### src/rtl/ccd_tg_pkg.sv
package ccd_tg_pkg;
  typedef logic [3:0] vphase_t;

  // idle pattern: phases 1 and 2 high
  localparam vphase_t VREST = 4'b0011;

  // one step of the four-phase shift, each step moves the charge packet by a quarter
  function automatic vphase_t vstep(input logic [1:0] s);
    case (s)
      2'd0:    return 4'b0110;
      2'd1:    return 4'b1100;
      2'd2:    return 4'b1001;
      default: return 4'b0011;
    endcase
  endfunction
endpackage

### src/rtl/ccd_tg_hcnt.sv
module ccd_tg_hcnt #(
  parameter int H_TOTAL = 637,
  parameter int PW      = 10
) (
  input  logic          clk,
  input  logic          rst,
  input  logic          pix_en,
  output logic [1:0]    tick,
  output logic [PW-1:0] px,
  output logic          line_end
);
  localparam logic [PW-1:0] PX_LAST = PW'(H_TOTAL - 1);

  assign line_end = pix_en && (tick == 2'd3) && (px == PX_LAST);

  always_ff @(posedge clk) begin
    if (rst) begin
      tick <= 2'd0;
      px   <= '0;
    end else if (pix_en) begin
      tick <= tick + 2'd1;
      if (tick == 2'd3) px <= (px == PX_LAST) ? '0 : px + PW'(1);
    end
  end
endmodule

### src/rtl/ccd_tg_vcnt.sv
module ccd_tg_vcnt #(
  parameter int LINES_ODD  = 263,
  parameter int LINES_EVEN = 262,
  parameter int LW         = 9,
  parameter int SW         = 10
) (
  input  logic          clk,
  input  logic          rst,
  input  logic          line_end,
  input  logic [SW-1:0] shut_in,
  output logic [LW-1:0] ln,
  output logic          field,
  output logic [SW-1:0] shut_q
);
  logic field_last;

  assign field_last = field ? (ln == LW'(LINES_EVEN - 1)) : (ln == LW'(LINES_ODD - 1));

  always_ff @(posedge clk) begin
    if (rst) begin
      ln     <= '0;
      field  <= 1'b0;
      shut_q <= '0;
    end else if (line_end) begin
      if (field_last) begin
        ln     <= '0;
        field  <= ~field;
        shut_q <= shut_in;   // exposure value only changes between fields
      end else begin
        ln <= ln + LW'(1);
      end
    end
  end
endmodule

### src/rtl/ccd_tg_vdrv.sv
module ccd_tg_vdrv
  import ccd_tg_pkg::*;
#(
  parameter int PW         = 10,
  parameter int LW         = 9,
  parameter int SW         = 10,
  parameter int LINES_ODD  = 263,
  parameter int LINES_EVEN = 262,
  parameter int V_BLANK    = 10,
  parameter int RD_LINE    = 5,
  parameter int RD_START   = 20,
  parameter int RD_WIDTH   = 34,
  parameter int VT_START   = 60,
  parameter int STEP_LG    = 2,
  parameter int SUB_START  = 80,
  parameter int SUB_WIDTH  = 10
) (
  input  logic [PW-1:0] px,
  input  logic [LW-1:0] ln,
  input  logic          field,
  input  logic [SW-1:0] shut_q,
  output vphase_t       vclk,
  output logic          rdg_a,
  output logic          rdg_b,
  output logic          sub_pulse
);
  localparam int VT_END = VT_START + (4 << STEP_LG);
  localparam int CW     = ((LW > SW) ? LW : SW) + 1;

  logic [1:0]    vt_step;
  logic          in_vt, in_rd, in_sub;
  logic [CW-1:0] fl_len, reach;

  always_comb begin
    vt_step = 2'((px - PW'(VT_START)) >> STEP_LG);
    in_vt   = (px >= PW'(VT_START)) && (px < PW'(VT_END));
    vclk    = in_vt ? vstep(vt_step) : VREST;

    in_rd = (ln == LW'(RD_LINE)) && (px >= PW'(RD_START)) && (px < PW'(RD_START + RD_WIDTH));
    rdg_a = in_rd && !field;
    rdg_b = in_rd && field;

    fl_len    = field ? CW'(LINES_EVEN) : CW'(LINES_ODD);
    reach     = CW'(ln) + CW'(shut_q);
    in_sub    = (px >= PW'(SUB_START)) && (px < PW'(SUB_START + SUB_WIDTH));
    sub_pulse = in_sub && (shut_q != '0) && (ln >= LW'(V_BLANK)) && (reach < fl_len);
  end
endmodule

### src/rtl/ccd_timing_gen.sv
module ccd_timing_gen
  import ccd_tg_pkg::*;
#(
  parameter int H_BLANK    = 100,
  parameter int H_OB_FRONT = 2,
  parameter int H_EFF      = 510,
  parameter int H_OB_REAR  = 25,
  parameter int LINES_ODD  = 263,
  parameter int LINES_EVEN = 262,
  parameter int V_BLANK    = 10,
  parameter int V_OB       = 6,
  parameter int V_ACT      = 246,
  parameter int HD_WIDTH   = 40,
  parameter int VD_WIDTH   = 3,
  parameter int RD_LINE    = 5,
  parameter int RD_START   = 20,
  parameter int RD_WIDTH   = 34,   // about 2.4 us at a 14.3 MHz pixel rate
  parameter int VT_START   = 60,
  parameter int STEP_LG    = 2,
  parameter int SUB_START  = 80,
  parameter int SUB_WIDTH  = 10,
  parameter int SHUT_W     = 10
) (
  input  logic              clk,
  input  logic              rst,
  input  logic              pix_en,
  input  logic [SHUT_W-1:0] shut_lines,
  output logic              hd,
  output logic              vd,
  output logic              blank,
  output logic              field,
  output logic              h1,
  output logic              h2,
  output logic              rg,
  output logic [3:0]        vclk,
  output logic              rdg_a,
  output logic              rdg_b,
  output logic              sub_pulse,
  output logic              ob_clamp,
  output logic              samp_strobe
);
  localparam int H_TOTAL = H_BLANK + H_OB_FRONT + H_EFF + H_OB_REAR;
  localparam int PW      = $clog2(H_TOTAL);
  localparam int MAXL    = (LINES_ODD > LINES_EVEN) ? LINES_ODD : LINES_EVEN;
  localparam int LW      = $clog2(MAXL);
  localparam int EFF_LO  = H_BLANK + H_OB_FRONT;
  localparam int EFF_HI  = EFF_LO + H_EFF;
  localparam int ACT_LO  = V_BLANK + V_OB;
  localparam int ACT_HI  = ACT_LO + V_ACT;

  logic [1:0]        tick;
  logic [PW-1:0]     px;
  logic              line_end;
  logic [LW-1:0]     ln;
  logic [SHUT_W-1:0] shut_q;
  logic              in_ro, h_eff, ob_line, act_line, strobe_tick;
  vphase_t           vph;

  ccd_tg_hcnt #(.H_TOTAL(H_TOTAL), .PW(PW)) u_hcnt (
    .clk(clk), .rst(rst), .pix_en(pix_en),
    .tick(tick), .px(px), .line_end(line_end)
  );

  ccd_tg_vcnt #(.LINES_ODD(LINES_ODD), .LINES_EVEN(LINES_EVEN), .LW(LW), .SW(SHUT_W)) u_vcnt (
    .clk(clk), .rst(rst), .line_end(line_end), .shut_in(shut_lines),
    .ln(ln), .field(field), .shut_q(shut_q)
  );

  ccd_tg_vdrv #(
    .PW(PW), .LW(LW), .SW(SHUT_W), .LINES_ODD(LINES_ODD), .LINES_EVEN(LINES_EVEN),
    .V_BLANK(V_BLANK), .RD_LINE(RD_LINE), .RD_START(RD_START), .RD_WIDTH(RD_WIDTH),
    .VT_START(VT_START), .STEP_LG(STEP_LG), .SUB_START(SUB_START), .SUB_WIDTH(SUB_WIDTH)
  ) u_vdrv (
    .px(px), .ln(ln), .field(field), .shut_q(shut_q),
    .vclk(vph), .rdg_a(rdg_a), .rdg_b(rdg_b), .sub_pulse(sub_pulse)
  );

  always_comb begin
    in_ro       = px >= PW'(H_BLANK);
    h_eff       = (px >= PW'(EFF_LO)) && (px < PW'(EFF_HI));
    ob_line     = (ln >= LW'(V_BLANK)) && (ln < LW'(ACT_LO));
    act_line    = (ln >= LW'(ACT_LO)) && (ln < LW'(ACT_HI));
    strobe_tick = tick == 2'd2;

    // horizontal register held during blanking, clocked in the transfer region
    h1 = !in_ro || !tick[1];
    h2 = in_ro && tick[1];
    rg = in_ro && (tick == 2'd0);

    hd   = px < PW'(HD_WIDTH);
    vd   = ln < LW'(VD_WIDTH);
    vclk = vph;

    samp_strobe = strobe_tick && act_line && h_eff;
    ob_clamp    = strobe_tick && in_ro && (ob_line || (act_line && !h_eff));
    blank       = !(act_line && h_eff);
  end
endmodule

### config.mk
export PLATFORM = sky130hd
export DESIGN_NAME = ccd_timing_gen
export DESIGN_NICKNAME = d
export VERILOG_FILES = /design/src/rtl/ccd_tg_pkg.sv /design/src/rtl/ccd_tg_hcnt.sv /design/src/rtl/ccd_tg_vcnt.sv /design/src/rtl/ccd_tg_vdrv.sv /design/src/rtl/ccd_timing_gen.sv
export SDC_FILE = /design/constraint.sdc
export NUM_CORES = 1
export LEC_CHECK = 0
export BUFFER_PORTS_ARGS = -buffer_cell sky130_fd_sc_hd__buf_2
export CAP_MARGIN = 20
export CORE_MARGIN = 3
export CORE_UTILIZATION = 60
export CTS_BUF_LIST = sky130_fd_sc_hd__clkbuf_2
export DETAILED_ROUTE_END_ITERATION = 10
export PLACE_DENSITY = 0.9
export REMOVE_ABC_BUFFERS = 1
export SYNTH_ARGS = -nofsm -noshare
export SYNTH_HDL_FRONTEND = slang
export SYNTH_SLANG_ARGS = --single-unit
### constraint.sdc
create_clock -name clk -period 2.7 [get_ports clk]
set_input_delay 0.27 -clock clk [delete_from_list [all_inputs] [get_ports clk]]
set_output_delay 0.27 -clock clk [all_outputs]
set_load 0.02 [all_outputs]
==> qor.log <==
qor: floorplan.die_w 68.3 um
qor: clocking.cts.hold.buffers_added 0
qor: yosys.yosys_warnings 0
qor: routing.wire_per_inst 16.2 um
qor: worst_setup_path.setup.worst_path.end_class output pin
qor: routing.route.detailed.drc 0
qor: worst_setup_path.r2r_setup_slack 300 ps
qor: clocking.cts_buffer_depth 2
qor: yosys.number_of_enable_flip_flop_cells_after_synthesis 0
qor: timing.max_slew_margin 67.0%
qor: routing.drt-met1-wl 2.54 mm
qor: timing.setup_viol_count_final 1
qor: placement.dp.final_hpwl 4.21 mm
qor: clocking.tritoncts done
qor: layout.fillers 248
qor: yosys.synth_commonest_cells sky130_fd_sc_hd__nor2_1, sky130_fd_sc_hd__dfxtp_1, sky130_fd_sc_hd__ha_1, sky130_fd_sc_hd__nand2_1, sky130_fd_sc_hd__inv_1
qor: yosys.postSynth.asyncResetShare 0%
qor: yosys.synth_most_common_cell sky130_fd_sc_hd__nor2_1
qor: layout.area_growth 17.1%
qor: worst_setup_path.startpoint u_vcnt.ln[4]$_SDFFE_PP0P_
qor: yosys.synth.largest_area_cell sky130_fd_sc_hd__dfxtp_1
qor: floorplan.core_area 3720 um^2
qor: routing.post_drt_via_cell_ratio 6.02
qor: power.leakage 1.11 nW
qor: power.switching_share 24.5%
qor: clocking.clock_latency 400 ps
qor: timing.finalCritPeriodShare 112%
qor: routing.detail_route.first_pass.iterations 5
qor: floorplan.rows 22
qor: worst_setup_path.critical_path.max_fanout 9
qor: placement.gp_congestion 1.01
qor: layout.finish.net_count 358
qor: routing.totalWireLength 6.01 mm
qor: global_route.grt_start_max_net_pins 19
qor: hold_path.worst_hold_startpoint shut_lines[9]
qor: routing.detail-route-antenna-nets 0
qor: yosys.synthesis.area_per_instance 8.24 um^2
qor: hold_path.worst_hold_path.endpoint u_vcnt.shut_q[9]$_SDFFE_PP0P_
qor: timing.rsz0062_at_grt true
qor: worst_setup_path.cp-start-kind flip-flop
qor: yosys.seq_area_frac_synth 27.5%
qor: layout.antennaDiodeCount 0
qor: yosys.synth-main-ff-cell sky130_fd_sc_hd__dfxtp_1
qor: power.p_int 645 uW
qor: yosys.netlist_top_cells_area sky130_fd_sc_hd__dfxtp_1, sky130_fd_sc_hd__ha_1, sky130_fd_sc_hd__nor2_1, sky130_fd_sc_hd__mux2i_1, sky130_fd_sc_hd__xnor2_1
qor: placement.pre_cts_ws 9.24 ps
qor: power.p_per_area 313 nW/um^2
qor: power.switching_power 209 uW
qor: yosys.synth_area 2330 um^2
qor: run_status.outcome finished, violations left
qor: clocking.tritoncts_num_sinks 32
qor: yosys.synth.top_cell.area_share 27.5%
qor: placement.port-buffer-count 28
qor: global_route.groute.usage.overall 27.4%
qor: layout.area.sequential 646 um^2
qor: hold_path.holdPathStages 3
qor: timing.finalCriticalPeriod 3020 ps
qor: clocking.clockRootBuffer sky130_fd_sc_hd__clkbuf_2
qor: worst_setup_path.worstSetupPathType flip-flop to output pin
qor: global_route.grt_pass1_vias 2109
qor: timing.timing_hold_violations_final 0
qor: worst_setup_path.critical-path-max-stage-delay 410 ps
qor: floorplan.io_pins 29
qor: layout.finish.utilization 73.5%
qor: yosys.synthesized_instance_count 283
qor: routing.route.vias.total 2238
qor: yosys.synth_seq_cells 32
qor: worst_setup_path.crit_arrival 2750 ps
qor: floorplan.start_util 62.8%
qor: routing.uppermost_metal_layer_occupied_by_signal_nets met4
qor: routing.met2_wirelength_from_detailed_routing 2.80 mm
qor: hold_path.min-delay-path-class primary input to flip-flop
qor: flow_run.max_cap_viol_count 0
qor: floorplan.design.die.area 4670 um^2
qor: power.power.clock.fraction 40.1%
qor: timing.clock_tree_skew_after_final_layout 14.5 ps
qor: global_route.grt_overflow 0
qor: timing.actual_transition_at_the_worst_max_transition_pin 491 ps
qor: worst_setup_path.timing.rr.end u_vcnt.ln[6]$_SDFFE_PP0P_
qor: worst_setup_path.r2r.worst_path.cells 7
qor: power.max-vdd-ir-drop 0.000264 V
qor: clocking.cts_inserted_buffers 5
qor: timing.setup_ws -317 ps
qor: timing.highest_achievable_clock_rate 331 MHz
qor: layout.multi_input_comb_area 1630 um^2
qor: worst_setup_path.worstReg2RegStart u_hcnt.px[2]$_SDFFE_PP0P_
qor: floorplan.dieHeight 68.3 um
qor: worst_setup_path.cp_cell_sequence ha_1, a21oi_1, o22ai_2, o41ai_2, o221a_1, nand3_1, a221oi_2, buf_4
qor: timing.final-max-slew-violation-count 0
qor: clocking.path_clk_slew 190 ps
qor: clocking.clock_tree.htree_level_count 2
qor: worst_setup_path.worst-endpoint-required 2430 ps
qor: yosys.distinct_cells_synth 55
qor: routing.met3_routed_wl 532 um
qor: global_route.first_pass_grt_wire_length 9.65 mm
qor: power.fin_total_pwr 854 uW
qor: routing.drt-initial-drc-count 293
qor: layout.fraction_of_layout_cells_with_a_size_suffix_above_1 25.0%
qor: timing.fin_tns_setup -317 ps
qor: worst_setup_path.critPathSlowestCell sky130_fd_sc_hd__ha_1
qor: power.pwr-share-seq 56.2%
qor: run_status.failed_checks setup timing
qor: global_route.antenna_violations_before_repair 0
qor: power.share_of_power_burned_in_combinational_logic 3.8%
power groups by stage:
stage	clock network [mW]	registers (mW)	logic (mW)
finish	0.342	0.480	0.0320
global route	0.361	0.481	0.0363
CTS	0.342	0.480	0.0322
detailed placement	0	0.489	0.0322
global placement	0	0.489	0.0317
floorplan	0	0.489	0.0148
final cells by class:
| cell class | count | area share (%) |
|---|---|---|
| clock buffers | 5 | 0.917 |
| inverters | 17 | 2.34 |
| repair buffers | 44 | 9.62 |
| multi-input cells | 223 | 59.7 |
| clock inverters | 3 | 1.56 |
| flip-flops and latches | 32 | 23.6 |
| well taps | 48 | 2.20 |
routing by layer:
metal / track usage (%) / up-vias
met1: 35.5 / 1035
li1: - / 1062
met5: 0 / -
met4: 9.93 / 0
met3: 7.72 / 23
met2: 43.3 / 118
kinds of logic after synthesis:
kind of cell             synth area share, %
buffers and inverters                   5.90
XOR/XNOR                                7.51
multiplexers                            4.72
adder cells (fa/ha/maj)                 12.1
AND/OR/NAND/NOR                         27.2
flip-flops                              27.5
AO/OA/AOI/OAI                           15.1
what timing repair did:
| action | 4_1_cts | 5_1_grt |
|---|---|---|
| pin swaps | 6 | 4 |
| resized for setup | 13 | 4 |
| endpoints found under the setup margin | 1 | 5 |
| setup buffers | 6 | 1 |
stage by stage:
stage               instances  cell area (um^2)  hold WS, ps
detailed placement        357              2530          517
CTS                       371              2700         86.9
finish                    372              2730         98.4
global route              372              2730         99.8
global placement          357              2530          503
floorplan                 272              2260          339
state kept, by name, summed over array words and instances, names as in the netlist:
signal,count
u_vcnt.ln,9
u_hcnt.tick,2
u_vcnt.field,1
u_hcnt.px,10
u_vcnt.shut_q,10
cell usage in the layout (no fill, tap or decap), types with 2 or more instances in the layout:
cell type and count:
sky130_fd_sc_hd__clkbuf_2 5, sky130_fd_sc_hd__mux2i_1 11, sky130_fd_sc_hd__o21a_1 2, sky130_fd_sc_hd__nand3b_1 2, sky130_fd_sc_hd__inv_1 17, sky130_fd_sc_hd__and2_1 3, sky130_fd_sc_hd__a21oi_1 9, sky130_fd_sc_hd__o22ai_1 2
sky130_fd_sc_hd__a31oi_1 3, sky130_fd_sc_hd__or2_2 3, sky130_fd_sc_hd__buf_2 27, sky130_fd_sc_hd__ha_4 2, sky130_fd_sc_hd__nor3_1 5, sky130_fd_sc_hd__o31a_1 2, sky130_fd_sc_hd__nor2_4 2, sky130_fd_sc_hd__or3b_1 2
sky130_fd_sc_hd__ha_1 19, sky130_fd_sc_hd__nand3_1 10, sky130_fd_sc_hd__a221oi_2 2, sky130_fd_sc_hd__nor2_1 49, sky130_fd_sc_hd__dfxtp_2 4, sky130_fd_sc_hd__nor4_1 3, sky130_fd_sc_hd__nand2_1 20, sky130_fd_sc_hd__buf_4 17
sky130_fd_sc_hd__dfxtp_1 28, sky130_fd_sc_hd__xor2_1 8, sky130_fd_sc_hd__xnor2_1 12, sky130_fd_sc_hd__nand4_1 3, sky130_fd_sc_hd__nor3b_1 3, sky130_fd_sc_hd__o21bai_1 3, sky130_fd_sc_hd__and3_1 6, sky130_fd_sc_hd__a2111oi_2 2
sky130_fd_sc_hd__o21ai_0 9
critical path: cells and delay by family, from the launching register on:
kind,cells,cell delay (ps)
flops,1,370
simple gates,1,90
compound gates,5,1300
fa+ha+maj,1,410
buf+inv,1,170
worst max path at each step:
stage	end	slack (ps)
detailed placement	sub_pulse	9
global route	sub_pulse	-440
CTS	sub_pulse	-280
global placement	sub_pulse	50
finish	sub_pulse	-320
floorplan	sub_pulse	-10
Note: power is estimated with default switching activity, not from simulation.
